[config.mk]
export PLATFORM = sky130hd
export DESIGN_NAME = pace_timer
export DESIGN_NICKNAME = d
export VERILOG_FILES = /design/src/rtl/pace_timer.sv
export SDC_FILE = /design/constraint.sdc
export NUM_CORES = 1
export LEC_CHECK = 0
export ABC_AREA = 1
export CAP_MARGIN = 25
export CELL_PAD_IN_SITES_DETAIL_PLACEMENT = 1
export CELL_PAD_IN_SITES_GLOBAL_PLACEMENT = 2
export CORE_MARGIN = 2
export CORE_UTILIZATION = 37
export CTS_BUF_LIST = sky130_fd_sc_hd__clkbuf_16
export DETAILED_ROUTE_END_ITERATION = 7
export DONT_BUFFER_PORTS = 1
export GPL_ROUTABILITY_DRIVEN = 0
export PLACE_DENSITY = 0.89
export SYNTH_ARGS = -nofsm -noshare
export SYNTH_HDL_FRONTEND = slang
export SYNTH_SLANG_ARGS = --single-unit
[constraint.sdc]
create_clock -name clk -period 4.7 [get_ports clk]
set_input_delay 0.705 -clock clk [delete_from_list [all_inputs] [get_ports clk]]
set_output_delay 0.705 -clock clk [all_outputs]
set_load 0.02 [all_outputs]
[src/rtl/pace_timer.sv]
module pace_timer #(
  parameter int STAGES     = 4,
  parameter int STAGE_W    = 4,
  parameter int SAMPLE_CYC = 3,
  parameter int CHECK_CYC  = 15,
  parameter int LAST_CYC   = 28
) (
  input  logic                          clk,
  input  logic                          rst_n,
  input  logic                          pace_wr,
  input  logic [STAGES*STAGE_W-1:0]     pace_wdata,
  input  logic                          conv_req,
  input  logic                          int_pace_dis,
  output logic                          busy,
  output logic                          sample_stb,
  output logic                          load_n,
  output logic                          latch_stb,
  output logic                          end_cnt_n,
  output logic                          stall,
  output logic                          seq_active,
  output logic [$clog2(LAST_CYC+1)-1:0] seq_cyc,
  output logic [STAGES*STAGE_W-1:0]     pace_cnt
);

  localparam int CNT_W = STAGES * STAGE_W;
  localparam int CYC_W = $clog2(LAST_CYC + 1);
  localparam logic [CYC_W-1:0] C_SAMPLE = CYC_W'(SAMPLE_CYC);
  localparam logic [CYC_W-1:0] C_LOAD0  = CYC_W'(SAMPLE_CYC + 1);
  localparam logic [CYC_W-1:0] C_LATCH  = CYC_W'(SAMPLE_CYC + 2);
  localparam logic [CYC_W-1:0] C_LOAD1  = CYC_W'(SAMPLE_CYC + 3);
  localparam logic [CYC_W-1:0] C_CHECK  = CYC_W'(CHECK_CYC);
  localparam logic [CYC_W-1:0] C_LAST   = CYC_W'(LAST_CYC);

  logic [CNT_W-1:0] pace_reg;
  logic [STAGES:0]  carry;
  logic             hit_q;
  logic             pending_q;
  logic             accept;
  logic             start;

  always_ff @(posedge clk) begin
    if (!rst_n)       pace_reg <= '0;
    else if (pace_wr) pace_reg <= pace_wdata;
  end

  assign carry[0] = load_n;

  for (genvar k = 0; k < STAGES; k++) begin : g_stage
    logic [STAGE_W-1:0] q;
    always_ff @(posedge clk) begin
      if (!rst_n)        q <= '0;
      else if (!load_n)  q <= pace_reg[k*STAGE_W +: STAGE_W];
      else if (carry[k]) q <= q + 1'b1;
    end
    assign carry[k+1] = carry[k] & (&q);
    assign pace_cnt[k*STAGE_W +: STAGE_W] = q;
  end

  always_ff @(posedge clk) begin
    if (!rst_n || !load_n) hit_q <= 1'b0;
    else if (carry[STAGES]) hit_q <= 1'b1;
  end

  assign end_cnt_n = ~(carry[STAGES] | (load_n & hit_q));

  assign accept = conv_req & ~busy;
  assign start  = (accept | pending_q) & (~seq_active | (seq_cyc == C_LAST & ~stall));

  always_ff @(posedge clk) begin
    if (!rst_n) begin
      seq_active <= 1'b0;
      seq_cyc    <= '0;
      pending_q  <= 1'b0;
    end else begin
      if (start) begin
        seq_active <= 1'b1;
        seq_cyc    <= '0;
      end else if (seq_active && !stall) begin
        if (seq_cyc == C_LAST) seq_active <= 1'b0;
        else                   seq_cyc    <= seq_cyc + 1'b1;
      end
      if (start)       pending_q <= 1'b0;
      else if (accept) pending_q <= 1'b1;
    end
  end

  assign busy       = pending_q | (seq_active & (seq_cyc <= C_LATCH));
  assign sample_stb = seq_active & (seq_cyc == C_SAMPLE);
  assign latch_stb  = seq_active & (seq_cyc == C_LATCH);
  assign load_n     = ~(seq_active & (seq_cyc >= C_LOAD0) & (seq_cyc <= C_LOAD1));
  assign stall      = seq_active & (seq_cyc == C_CHECK) & end_cnt_n & ~int_pace_dis;

  AST_LOAD_COPIES: assert property (@(posedge clk) disable iff (!rst_n)
    !load_n |=> pace_cnt == $past(pace_reg));
  AST_COUNT_STEP: assert property (@(posedge clk) disable iff (!rst_n)
    load_n |=> pace_cnt == CNT_W'($past(pace_cnt) + 1'b1));
  AST_FLAG_AT_TOP: assert property (@(posedge clk) disable iff (!rst_n)
    (load_n && (&pace_cnt)) |-> !end_cnt_n);
  AST_FLAG_STICKY: assert property (@(posedge clk) disable iff (!rst_n)
    (!end_cnt_n && load_n) |=> (!end_cnt_n || !load_n));
  AST_FLAG_IN_LOAD: assert property (@(posedge clk) disable iff (!rst_n)
    !load_n |-> end_cnt_n);
  AST_SAMPLE_THEN_LOAD: assert property (@(posedge clk) disable iff (!rst_n)
    sample_stb |=> (!load_n && !latch_stb));
  AST_STALL_HOLDS: assert property (@(posedge clk) disable iff (!rst_n)
    stall |=> (seq_active && seq_cyc == $past(seq_cyc)));
  AST_NO_STALL_EXT: assert property (@(posedge clk) disable iff (!rst_n)
    int_pace_dis |-> !stall);
  AST_ACCEPT_BUSY: assert property (@(posedge clk) disable iff (!rst_n)
    (conv_req && !busy) |=> (busy || seq_active));

endmodule

======== Word level (Yosys, flattened, before mapping) ========
Cells that the tools add are included.
storage, ports and cells
  logic and storage cells ................. 75
  input port bits ......................... 21
  register bits ........................... 40
operators by class
  bitwise gates (word level) .............. 28
  reduce and logical (&&, ||, !) cells .... 16
  equal/unequal tests ..................... 4
  mux-type cells .......................... 10
  $lt $le $gt $ge ......................... 3
  add/sub/neg operators ................... 5
operators by type and width
  operator             count
  $mux 4               7
  $add 4x1->4 const B  4
  $and 1x1->1          16
  $reduce_and 4->1     4
  $le 5x3->1 const B   2
  $reduce_bool 2->1    5
  $not 1->1            8
  $add 5x1->5 const B  1
  $eq 5x2->1 const B   1
  $eq 5x3->1 const B   1
  $eq 5x4->1 const B   1
  $eq 5x5->1 const B   1
  $ge 5x3->1 const B   1
  $or 1x1->1           4
  $reduce_and 2->1     2
  $mux 1               3
  $logic_not 1->1      2
  $reduce_or 2->1      1
  $logic_and 1x1->1    1
  $logic_or 1x1->1     1

======== Logic depth before layout (Yosys ltp) ========
  depth in word-level cells ............... 18
  gate-level depth with buffers ........... 11
  mapped depth without buffers ............ 10

======== Least setup slack after synthesis ========
Ideal clock, no wire load.
  kind .................................... reg2out
  start ................................... reg seq_cyc[0]
  end ..................................... out stall
  stages on the path, launching flop included .. 9
  path buffers ............................ 0
  data arrival time ....................... 1.581 ns
  path slack .............................. 2.414 ns
  path through ............................ dfxtp_1 -> ha_1 -> inv_1 -> nor2_1 -> ha_1 -> nand2_1 -> nor2_1 -> nand3_4 -> inv_1
between the ends
  word-level cells in the longest chain between the ends .. 12
  elaborated cells between the ends (all ways) .. 16
  classes of those cells .................. 2 x order compare; 1 x eq/ne; 13 x bitwise
ends and longest elaborated chain
  item                        line  RTL
  start, declared             21    output logic [$clog2(LAST_CYC+1)-1:0] seq_cyc,
  start signal, assigned      80    else seq_cyc <= seq_cyc + 1'b1;
  $ge 5x3->1                  90    assign load_n = ~(seq_active & (seq_cyc >= C_LOAD0) & (seq_cyc <= C_LOAD1));
  $and 1x1->1 (2 in a row)    90
  $not 1->1                   90
  $and 1x1->1 (4 in a row)    55    assign carry[k+1] = carry[k] & (&q);
  $or 1x1->1                  64    assign end_cnt_n = ~(carry[STAGES] | (load_n & hit_q));
  $not 1->1                   64
  $and 1x1->1 * (2 in a row)  91    assign stall = seq_active & (seq_cyc == C_CHECK) & end_cnt_n & ~int_pace_dis;
  end, declared               19    output logic stall,
Every way passes the cells marked *; elsewhere a longest branch is shown, timed or not.

======== Worst setup path in the final report ========
Same ends and word-level chain as after synthesis.

==> results.py <==
metrics = {
    "layout": {
        "antenna_cells": 0,
        "drive_gt1_frac": 0.0706,
        "syn2layout_area_growth_pct": 9.23,
        "nets": 283,
        "n_fill_cell": 631,
    },
    "critical_path": {
        "crit_required_ns": 3.99,
        "cp_max_fo": 9,
        "cp-start-kind": "register",
        "crit_arrival_ns": 2.07,
        "end_kind": "output pin",
        "path_class": "register to output pin",
    },
    "clock_tree": {
        "cts_made_buffers": 5,
        "clk_latency_ns": 0.28,
        "cts_tree": "yes",
        "h-tree-depth": 2,
        "cts-resized-gates": 0,
        "cts.clk_slew.worst_paths_ns": 0.06,
        "cts_root_buffer": "clkbuf_16",
        "postCtsSetupBuffers": 0,
        "clock_sinks": 40,
        "clk_path_buf_depth": 2,
        "postCtsHoldBufs": 0,
    },
    "power_and_ir_drop": {
        "power.density_nw_per_um2": 341,
        "pwr-share-comb": 0.052,
        "netSwitchingFraction": 0.232,
        "p_clk_frac": 0.439,
        "p_int_mw": 0.558,
        "p_switching_mw": 0.168,
        "power_frac_seq": 0.508,
        "irDropWorstVdd_v": 0.000223,
        "p_leak_nw": 0.847,
        "power_mw": 0.726,
    },
    "grt": {
        "first_global_vias": 1691,
        "grt_max_degree": 29,
        "grt_antenna_before_repair": 0,
        "grt_use_total": 0.173,
        "grt_overflow_total": 0,
        "grt_pass1_wl_mm": 8.15,
    },
    "detailed_routing": {
        "wl_per_cell_um": 14.6,
        "drc_errors": 0,
        "drt-pass1-iter-count": 4,
        "routed_wl_mm": 4.75,
        "via_per_inst": 5.11,
        "vias": 1660,
        "detail-route-antenna-nets": 0,
        "drtIter0Drc": 33,
    },
    "placed_design": {
        "place_hpwl_mm": 3.44,
        "io_buffers": 0,
    },
    "synth": {
        "synth.avg_cell_area_um2": 7.63,
        "synth_area_leader_cell": "dfxtp_1",
        "syn_inst": 256,
        "synth_top_area_frac": 0.410,
        "yosysWarnings": 0,
        "syn_area_um2": 1950,
        "ys_types": 29,
        "synth_seq_area_share": 0.410,
        "synth_area_leaders": "dfxtp_1, nor2_1, o21ai_0",
        "yosys_register_bits": 40,
        "syn_nets": 285,
    },
    "sta": {
        "fin_tns_setup_ns": 0,
        "fin_crit_ns": 2.78,
        "rsz0062_at_grt": "false",
        "period_share": 0.591,
        "fmax_ghz": 0.360,
        "worst_slew_pin_slew_ns": 0.636,
        "fin_skew_ns": 0.00470,
        "whs_ns": 0.462,
        "hold_violations": 0,
        "maxSlewViolCount": 0,
        "setup_viol_count_final": 0,
        "slew_headroom": 0.573,
    },
    "run_status": {
        "status": "finished, final reports clean",
    },
    "flow_run": {
        "drv_cap": 0,
    },
    "floorplan": {
        "pin_count": 49,
        "die_area_um2": 5880,
        "start_util": 0.382,
        "rows": 26,
        "die_height_um": 76.7,
        "core_um2": 5110,
        "dieWidth_um": 76.7,
    },
    "worst_hold_path": {
        "hp-class": "register to register",
    },
}
## power by group through the flow
stage / registers [mW] / clock network, mW / logic [mW]
2_1_floorplan: 0.373 / 0 / 0.0340
5_1_grt: 0.371 / 0.343 / 0.0447
4_1_cts: 0.370 / 0.328 / 0.0387
3_5_place_dp: 0.377 / 0 / 0.0384
3_3_place_gp: 0.376 / 0 / 0.0380
6_report: 0.369 / 0.319 / 0.0379
## per-layer routing
layer / vias to the layer above / global-route usage / share of wire
li1: 838 / - / -
met1: 783 / 0.208 / 0.46
met2: 34 / 0.289 / 0.48
met3: 5 / 0.0624 / 0.052
met4: 0 / 0.0564 / 0.013
met5: - / 0 / 0
## critical path, stage by stage, from the launching register on
cell     delay [ns]
dfxtp_1        0.60
ha_1           0.26
inv_1          0.06
nor2_1         0.13
ha_1           0.16
nand2_1        0.05
nor2_1         0.19
nand3_4        0.15
inv_1          0.18
## final cells by class
class | count | area [um^2] | share of cell area
clock buffers | 5 | 125 | 0.0587
clock inverters | 3 | 11.3 | 0.00528
inverters | 27 | 101 | 0.0475
multi-input cells | 180 | 1010 | 0.472
flip-flops and latches | 40 | 801 | 0.375
well taps | 70 | 87.6 | 0.0411
## worst paths after layout
| check | start | end | slack, ns | depth (start not counted) |
|---|---|---|---|---|
| min reg2reg | pace_reg[4]$_SDFFE_PN0P_ | pace_reg[4]$_SDFFE_PN0P_ | 0.46 | 2 |
| max reg2reg | seq_cyc[0]$_SDFFE_PP0P_ | seq_cyc[0]$_SDFFE_PP0P_ | 2.67 | 10 |
| max | seq_cyc[0]$_SDFFE_PP0P_ | stall | 1.92 | 8 |
| min | pace_reg[4]$_SDFFE_PN0P_ | pace_reg[4]$_SDFFE_PN0P_ | 0.46 | 2 |
## synthesized netlist by cell type
| library cell | number |
|---|---|
| a21oi_1 | 15 |
| nor2_1 | 39 |
| xnor2_1 | 2 |
| inv_2 | 1 |
| xor2_1 | 7 |
| nand2_1 | 36 |
| nand3b_1 | 2 |
| o21ai_1 | 3 |
| a31o_1 | 1 |
| nand2_2 | 3 |
| ha_1 | 8 |
| a211oi_1 | 1 |
| nand3_4 | 4 |
| nand4_1 | 2 |
| nand2_4 | 1 |
| dfxtp_1 | 40 |
| buf_2 | 2 |
| nor2_4 | 3 |
| a31oi_1 | 6 |
| clkinv_1 | 2 |
| o21ai_0 | 28 |
| a22oi_1 | 1 |
| o22ai_1 | 2 |
| buf_4 | 2 |
| nand3_1 | 13 |
| clkbuf_1 | 5 |
| nor3_1 | 2 |
| or2_2 | 1 |
| inv_1 | 24 |
## metrics by stage
stage / cells / setup slack, ns / cell area [um^2] / utilization
2_1_floorplan: 256 / 2.41 / 1950 / -
3_3_place_gp: 317 / 2.27 / 2000 / 0.391
3_5_place_dp: 317 / 2.21 / 2000 / 0.391
4_1_cts: 325 / 1.89 / 2130 / 0.418
5_1_grt: 325 / 1.72 / 2130 / 0.418
6_report: 325 / 1.92 / 2130 / 0.418
## cell families after synthesis
logic type / Yosys count / share of synthesized area
AO/OA/AOI/OAI: 57 / 0.156
XOR/XNOR: 9 / 0.0404
adder cells (fa/ha/maj): 8 / 0.0513
buffers and inverters: 36 / 0.0743
flip-flops: 40 / 0.410
AND/OR/NAND/NOR: 106 / 0.268
## placed cells by master (no fill, tap or decap), drive strengths merged
master / n
inv: 27
ha: 8
clkinv: 3
xnor2: 2
a31oi: 6
dfxtp: 40
a22oi: 1
nand2: 40
a211oi: 1
a21oi: 15
nand3b: 2
nor2: 42
nand4: 2
a31o: 1
xor2: 7
o22ai: 2
o21ai: 31
or2: 1
nor3: 2
nand3: 17
clkbuf: 5
No activity file was read; power rests on OpenSTA's default activity.
